### src/rtl/emc_pkg.sv
package emc_pkg;
  localparam int unsigned STRETCH_W = 3;
  localparam int unsigned STRETCH_MAX = (1 << STRETCH_W) - 1;
  localparam int unsigned CNT_W = $clog2(STRETCH_MAX + 2);

  typedef enum logic {
    OP_RD = 1'b0,
    OP_WR = 1'b1
  } op_e;

  typedef logic [STRETCH_W-1:0] stretch_t;
  typedef logic [CNT_W-1:0]     cnt_t;

  // index of final phase cycle: read s, write s+1
  function automatic cnt_t phase_last(stretch_t s, op_e op);
    cnt_t r;
    r = cnt_t'(s);
    if (op == OP_WR) r = r + cnt_t'(1);
    return r;
  endfunction
endpackage

### src/rtl/emc_stretch_reg.sv
module emc_stretch_reg
  import emc_pkg::*;
#(
  parameter int unsigned SFR_AW    = 8,
  parameter logic [SFR_AW-1:0] REG_ADDR = 8'h8E,
  parameter int unsigned RST_VAL   = 1
) (
  input  logic              clk_i,
  input  logic              rst_ni,
  input  logic              we_i,
  input  logic [SFR_AW-1:0] addr_i,
  input  stretch_t          wdata_i,
  output stretch_t          stretch_o
);
  localparam stretch_t RST_S = stretch_t'(RST_VAL);

  logic hit;
  assign hit = we_i && (addr_i == REG_ADDR);

  always_ff @(posedge clk_i or negedge rst_ni) begin
    if (!rst_ni)  stretch_o <= RST_S;
    else if (hit) stretch_o <= wdata_i;
  end
endmodule

### src/rtl/emc_seq.sv
module emc_seq
  import emc_pkg::*;
(
  input  logic     clk_i,
  input  logic     rst_ni,
  input  logic     start_i,
  input  op_e      op_i,
  input  stretch_t stretch_i,
  output logic     busy_o,
  output op_e      op_o,
  output stretch_t s_act_o,
  output cnt_t     cnt_o,
  output logic     last_o,
  output logic     done_o
);
  assign last_o = busy_o && (cnt_o == phase_last(s_act_o, op_o));

  always_ff @(posedge clk_i or negedge rst_ni) begin
    if (!rst_ni) begin
      busy_o  <= 1'b0;
      op_o    <= OP_RD;
      s_act_o <= '0;
      cnt_o   <= '0;
      done_o  <= 1'b0;
    end else begin
      done_o <= 1'b0;
      if (busy_o) begin
        if (last_o) begin
          busy_o <= 1'b0;
          done_o <= 1'b1;
          cnt_o  <= '0;
        end else begin
          cnt_o <= cnt_o + cnt_t'(1);
        end
      end else if (start_i) begin
        busy_o  <= 1'b1;
        op_o    <= op_i;
        s_act_o <= stretch_i;  // frozen for the whole access
        cnt_o   <= '0;
      end
    end
  end
endmodule

### src/rtl/emc_strobe.sv
module emc_strobe
  import emc_pkg::*;
(
  input  logic     busy_i,
  input  op_e      op_i,
  input  stretch_t s_i,
  input  cnt_t     cnt_i,
  output logic     rd_o,
  output logic     wr_o
);
  logic wr_win;

  always_comb begin
    if (s_i == '0) wr_win = (cnt_i == '0);
    else           wr_win = (cnt_i != '0) && (cnt_i <= cnt_t'(s_i));
  end

  assign rd_o = busy_i && (op_i == OP_RD);
  assign wr_o = busy_i && (op_i == OP_WR) && wr_win;
endmodule

### src/rtl/emc_ctrl.sv
module emc_ctrl
  import emc_pkg::*;
#(
  parameter int unsigned ADDR_W   = 16,
  parameter int unsigned DATA_W   = 8,
  parameter int unsigned SFR_AW   = 8,
  parameter logic [SFR_AW-1:0] STRETCH_ADDR = 8'h8E,
  parameter int unsigned STRETCH_RST = 1
) (
  input  logic                 clk_i,
  input  logic                 rst_ni,
  input  logic                 sfr_we_i,
  input  logic [SFR_AW-1:0]    sfr_addr_i,
  input  logic [STRETCH_W-1:0] sfr_wdata_i,
  output logic [STRETCH_W-1:0] stretch_o,
  input  logic                 req_i,
  input  logic                 req_we_i,
  input  logic [ADDR_W-1:0]    req_addr_i,
  input  logic [DATA_W-1:0]    req_wdata_i,
  output logic                 done_o,
  output logic [DATA_W-1:0]    rdata_o,
  output logic [ADDR_W-1:0]    mem_addr_o,
  output logic                 mem_addr_vld_o,
  output logic                 mem_rd_o,
  output logic                 mem_wr_o,
  output logic [DATA_W-1:0]    mem_wdata_o,
  input  logic [DATA_W-1:0]    mem_rdata_i
);
  stretch_t s_cfg, s_act;
  op_e      op_req, op_act;
  cnt_t     cnt;
  logic     busy, last, start;

  assign op_req = req_we_i ? OP_WR : OP_RD;
  assign start  = req_i && !busy;

  emc_stretch_reg #(
    .SFR_AW  (SFR_AW),
    .REG_ADDR(STRETCH_ADDR),
    .RST_VAL (STRETCH_RST)
  ) u_sreg (
    .clk_i    (clk_i),
    .rst_ni   (rst_ni),
    .we_i     (sfr_we_i),
    .addr_i   (sfr_addr_i),
    .wdata_i  (sfr_wdata_i),
    .stretch_o(s_cfg)
  );

  emc_seq u_seq (
    .clk_i    (clk_i),
    .rst_ni   (rst_ni),
    .start_i  (start),
    .op_i     (op_req),
    .stretch_i(s_cfg),
    .busy_o   (busy),
    .op_o     (op_act),
    .s_act_o  (s_act),
    .cnt_o    (cnt),
    .last_o   (last),
    .done_o   (done_o)
  );

  emc_strobe u_strb (
    .busy_i(busy),
    .op_i  (op_act),
    .s_i   (s_act),
    .cnt_i (cnt),
    .rd_o  (mem_rd_o),
    .wr_o  (mem_wr_o)
  );

  logic [ADDR_W-1:0] addr_q;
  logic [DATA_W-1:0] wdata_q, rdata_q;

  always_ff @(posedge clk_i or negedge rst_ni) begin
    if (!rst_ni) begin
      addr_q  <= '0;
      wdata_q <= '0;
    end else if (start) begin
      addr_q  <= req_addr_i;
      wdata_q <= req_wdata_i;
    end
  end

  // sample at the edge closing the final read-strobe cycle
  always_ff @(posedge clk_i or negedge rst_ni) begin
    if (!rst_ni)                        rdata_q <= '0;
    else if (last && op_act == OP_RD)   rdata_q <= mem_rdata_i;
  end

  assign stretch_o      = s_cfg;
  assign mem_addr_vld_o = busy;
  assign mem_addr_o     = addr_q;
  assign mem_wdata_o    = wdata_q;
  assign rdata_o        = rdata_q;
endmodule

### config.mk
export PLATFORM = sky130hd
export DESIGN_NAME = emc_ctrl
export DESIGN_NICKNAME = d
export VERILOG_FILES = /design/src/rtl/emc_pkg.sv /design/src/rtl/emc_stretch_reg.sv /design/src/rtl/emc_seq.sv /design/src/rtl/emc_strobe.sv /design/src/rtl/emc_ctrl.sv
export SDC_FILE = /design/constraint.sdc
export NUM_CORES = 1
export LEC_CHECK = 0
export ABC_AREA = 1
export BUFFER_PORTS_ARGS = -buffer_cell sky130_fd_sc_hd__buf_2
export CORE_UTILIZATION = 49
export CTS_CLUSTER_DIAMETER = 50
export DETAILED_ROUTE_END_ITERATION = 6
export PLACE_DENSITY = 0.8
export SYNTH_ARGS = -nofsm -noshare
export SYNTH_HDL_FRONTEND = slang
export SYNTH_SLANG_ARGS = --single-unit
### constraint.sdc
create_clock -name clk_i -period 2.23 [get_ports clk_i]
set_input_delay 0 -clock clk_i [delete_from_list [all_inputs] [get_ports clk_i]]
set_output_delay 0 -clock clk_i [all_outputs]
set_load 0.02 [all_outputs]
==> impl_metrics.ini, run 1 <==
[global_routing]
grt_pass1_wl_um = 8690
globalRouteTotalUtil_pct = 22.3
grt_pass1_vias = 1985
grt_max_degree = 46
overflow = 0
antenna_found_initial = 0

[logic_synthesis]
synth_warnings = 0
synth_seq_cells = 45
synth.avg_cell_area_um2 = 10.9
synth_fp_nets = 264
syn_inst = 209
yosysTopAreaCell = dfrtp_1
synth.cell_area_mm2 = 0.00229
ys_top_cells_by_area = dfrtp_1 48%, mux2_4 13%, nand2_1 8.4%
yosysSeqAreaShare_pct = 49.3
synth_cell_types = 27
netlist.area_leader.share_pct = 48.1

[die]
design.core.area_mm2 = 0.00441
num_rows = 24
ioPinCount = 87
die_width_um = 70.3
start_util_pct = 51.8
die_area_mm2 = 0.00494
die_y_um = 70.3

[cts]
cts_setup_buffers = 0
post_cts_resized = 0
cts_root_buf = clkbuf_8
hold_buffers = 37
htree_levels = 2
clock-sinks = 45
clkTransAtPathRegs_ns = 0.09
tritoncts = done
cts_buffers = 5
cts_buffer_depth = 2
clkLatencyLatePin_ns = 0.30

[routing]
drtIter0Drc = 54
drt_pass1_iterations = 4
wl_per_cell_um = 13.5
ant_nets = 0
wirelength_um = 5240
num_vias = 1887
routed_via_density = 4.86
drc = 0

[pwr]
p_switching_mw = 2.06
power_switching_share_pct = 45.7
comb_power_share_pct = 54.7
p_clk_share_pct = 11.5
finalPower_mw = 4.51
leakage_nw = 1.75
power_frac_seq_pct = 33.9
power_density_mw_per_mm2 = 1410
ir_worst_vdd_mv = 0.701
internal_power_mw = 2.45

[timing]
min_period_over_period_pct = 79.9
fin_setup_tns_ns = 0
worst_slew_pin_slew_ns = 0.957
fin_hold_ws_ns = 0.0583
period_needed_ns = 1.78
max-slew-margin-rel_pct = 36.2
maxSlewViolCount = 0
setup_viol = 0
hold_violations = 0
worst_slack_ns = 0.449
maxClockFrequency_mhz = 561
rsz0062_at_grt = false
fin_skew_ns = 0.00541

[layout]
drive_gt1_share_pct = 42.0
final_core_util_pct = 72.5
fin_nets = 390
final_common_cell = buf_2
syn_to_final_growth_pct = 40.0
postLayoutCellArea_mm2 = 0.00320
layout_common_cells = 86 x buf_2, 51 x nand2_1, 44 x dfrtp_1, 37 x dlygate4sd3_1, 20 x mux2_4
stdcell_count = 388
antennaDiodeCount = 0

[worst_setup_path]
critPathBufInv = 2
crit_arrival_ns = 1.78
critPathMaxFanout = 4
rr_startpoint = u_seq.s_act_o[0]
end_kind = primary output
crit_start = u_seq.s_act_o[1]
critPathKind = register to primary output
critPathMaxStageDelay_ns = 0.44
crit_chain = inv_1, ha_1, a21oi_1, o21bai_1, nand2_1, nand2_1, a21oi_1, buf_2
cp_slowest_cell = dfrtp_1
crit_family = flip-flops
crit_path_start_kind = register
crit_required_ns = 2.23

[outcome]
status = finished clean

[placed_design]
place_ws_ns = 0.536
place_inst = 343
dpl_cell_area_mm2 = 0.00274
portBuffers = 86
gp_congestion = 0.871
hpwl_um = 3400

[job]
cap_violations = 0

[hold_path]
hold_class = primary input to register
min_from = req_i
## flip-flops by register name (all words and copies together) (netlist names)
signal,flops
mem_wdata_o,8
u_seq.cnt_o,4
u_seq.done_o,1
u_seq.s_act_o,3
u_seq.op_o,1
u_seq.busy_o,1
mem_addr_o,16
rdata_o,8
u_sreg.stretch_o,3
## tightest hold or removal path, cell delays in order
cell and delay, ns:
buf_2 0.11, nor2_1 0.09, nand2_1 0.07, nand2_1 0.05
## cells in the mapped netlist
cell type and n:
nand2_2 3, nor2_1 8, o21ai_0 3, o21ai_2 1
nand3_4 1, mux2_1 2, buf_6 4, nand3_1 12
o21bai_1 1, dfrtp_1 44, dfstp_2 1, nand2_4 5
nor2_4 3, nor2_8 2, xor2_1 2, inv_4 1
mux2_2 2, inv_2 6, nand4_1 9, nand2_1 51
a31o_2 1, nor3_1 1, ha_1 7, a21oi_1 7
inv_1 11, mux2_4 20, nand3_2 1
## final cells by class
| type | instances | area [um^2] |
|---|---|---|
| fillers | 315 | 1210 |
| multi-input cells | 142 | 1040 |
| inverters | 18 | 70.1 |
| clock buffers | 5 | 68.8 |
| flip-flops and latches | 45 | 1130 |
| well taps | 52 | 65.1 |
| repair buffers | 123 | 801 |
| clock inverters | 3 | 25.0 |
## layer usage
layer	vias to the layer above	GRT usage (%)	wire (um)
li1	938	-	-
met1	880	24.7	2190
met2	64	42.1	2740
met3	5	5.48	260
met4	0	5.33	53
met5	-	0	0
## kinds of logic (layout without fill, tap and decap cells)
logic type	count (synthesis)	after routing	share of synthesized area, %
simple gates	96	96	22.7
flops	45	45	49.3
mux	24	24	15.1
buf+inv	22	149	5.03
compound gates	13	13	3.28
fa+ha+maj	7	7	3.83
xor+xnor	2	2	0.766
## power groups by stage
stage / registers, mW / logic [mW] / clock network, mW
finish: 1.53 / 2.46 / 0.517
global route: 1.57 / 2.70 / 0.566
global placement: 1.51 / 2.36 / 0
detailed placement: 1.53 / 2.41 / 0
floorplan: 1.84 / 1.48 / 0
CTS: 1.52 / 2.47 / 0.539
## worst paths after layout
kind / slack (ns) / endpoint / cells past startpoint
worst min-delay path: 0.06 / u_seq.cnt_o[3] / 4
min in group asynchronous: 0.38 / rdata_o[1] / 2
worst max-delay path: 0.45 / mem_wr_o / 8
worst min register to register: 0.47 / rdata_o[4] / 2
worst max register to register: 0.53 / rdata_o[6] / 10
max in group asynchronous: 1.26 / u_seq.s_act_o[2] / 2
Note: power is estimated with default switching activity, not from simulation.
==> inputs of run 2 (changes only) <==
Clock period 2.23 ns to 1.7 ns, I/O delays scaled along.
==> impl_metrics.ini, run 2 (synthesis gave the netlist of run 1 again) <==
[global_routing]
grt_pass1_vias = 1940
globalRouteTotalUtil_pct = 21.9
use_met2_pct = 38.9
antenna_found_initial = 0
grt_busiest_layer = met2
overflow = 0
grt_max_degree = 33
use_met3_pct = 3.75
grt_pass1_wl_um = 8730
use_met1_pct = 28.1

[layout]
syn_to_final_growth_pct = 44.4
fin_nets = 397
largest_reg_flops = 16
n_fill_cell = 298
drive_gt1_share_pct = 45.2
final_common_cell = buf_2
antennaDiodeCount = 0
layout_common_cells = 85 x buf_2, 51 x nand2_1, 41 x dfrtp_1, 37 x dlygate4sd3_1, 20 x mux2_4
final_core_util_pct = 74.8

[pwr]
leakage_nw = 1.79
ir_worst_vdd_mv = 1.15
power_density_mw_per_mm2 = 1890

[die]
die_width_um = 70.3
num_rows = 24
design.core.area_mm2 = 0.00441
start_util_pct = 51.8
die_area_mm2 = 0.00494
die_y_um = 70.3
ioPinCount = 87

[placed_design]
hpwl_um = 3390
portBuffers = 86
gp_congestion = 0.889
place_ws_ns = 0.129

[worst_setup_path]
crit_arrival_ns = 1.58
critPathMaxFanout = 5
end_kind = primary output
crit_path_start_kind = register
critPathKind = register to primary output
critPathMostFrequentCell = nand2_1
cp_slowest_cell = dfrtp_1
crit_required_ns = 1.70
rrSetupSlack_ns = 0.13
critPathMaxStageDelay_ns = 0.40
crit_chain = inv_2, ha_1, inv_1, o21bai_1, nand2_1, nand2_1, a21oi_1, buf_4
reg2reg_depth = 10

[routing]
ant_nets = 0
num_vias = 1901
routed_via_density = 4.81
wl_per_cell_um = 12.9
drtIter0Drc = 47
drt_pass1_iterations = 5
wirelength_um = 5110
drc = 0

[cts]
cts_buffer_depth = 2
clkTransAtPathRegs_ns = 0.09
cts_root_buf = clkbuf_8
htree_levels = 2
cts_buffers = 5
clkLatencyLatePin_ns = 0.29
clock-sinks = 45
tritoncts = done

[timing]
maxSlewViolCount = 0
fin_hold_ws_ns = 0.0593
min_period_over_period_pct = 93.0
worst_slack_ns = 0.119
worst_slew_pin_slew_ns = 0.571
maxClockFrequency_mhz = 633
max-slew-margin-rel_pct = 61.9
period_needed_ns = 1.58
hold_violations = 0
fin_skew_ns = 0.00954
setup_viol = 0

[hold_path]
hold_class = primary input to register
whs_path_depth = 3

[job]
cap_violations = 0

[outcome]
status = finished clean
run 2: cell types whose count changed in the layout (fill, tap and decap cells not counted), sizes merged:
| cell | change |
|---|---|
| bufinv | +1 |
| clkbuf | +1 |
| buf | +7 |
| inv | -1 |
| clkinv | -1 |
run 2: repair_timing:
| item | 4_1_cts | 5_1_grt |
|---|---|---|
| hold buffers | 37 | 0 |
| hold endpoints to repair | 61 | 0 |
| setup endpoints to repair | 0 | 3 |
| buffers inserted | 0 | 2 |
| resized for setup | 0 | 8 |
run 2: worst paths after layout:
path,endpoint,start
min in group asynchronous,rdata_o[1],rst_ni
min,u_seq.busy_o,req_i
max,mem_wr_o,u_seq.s_act_o[2]
max in group asynchronous,mem_wdata_o[0],rst_ni
min reg2reg,rdata_o[4],rdata_o[4]
max reg2reg,rdata_o[7],u_seq.s_act_o[1]
run 2: worst max-delay path, delay by kind of cell (launching register included):
family | cells | cell delay (ns)
AND/OR/NAND/NOR | 2 | 0.09
AO/OA/AOI/OAI | 2 | 0.18
adder cells (fa/ha/maj) | 1 | 0.31
buffers and inverters | 3 | 0.30
flip-flops | 1 | 0.40
run 2: area by class of cell:
class	instances	area [um^2]	share of cell area, %
inverters	18	70.1	2.12
multi-input cells	142	1060	32.1
flip-flops and latches	45	1130	34.2
repair buffers	130	856	25.9
clock buffers	6	82.6	2.50
well taps	52	65.1	1.97
clock inverters	2	37.5	1.14
run 2: power breakdown:
part | switching (mW) | internal (mW) | leakage (nW) | total [mW]
clock network | 0.352 | 0.478 | 0.0574 | 0.830
registers | 0.358 | 1.58 | 0.534 | 1.94
logic | 2.01 | 1.47 | 1.20 | 3.48
run 2: metrics by stage:
stage / total power, mW / area (um^2) / instances / setup TNS [ns]
floorplan: 4.35 / 2290 / 209 / 0
global placement: 5.13 / 2780 / 348 / 0
detailed placement: 5.24 / 2780 / 348 / 0
CTS: 6.14 / 3270 / 393 / 0
global route: 6.69 / 3300 / 395 / -0.00631
finish: 6.24 / 3300 / 395 / 0
run 2: metal layers:
layer	part of all wire, %	wire length, um
met1	45	2290
met2	50	2570
met3	4.6	234
met4	0.22	11
met5	0	0
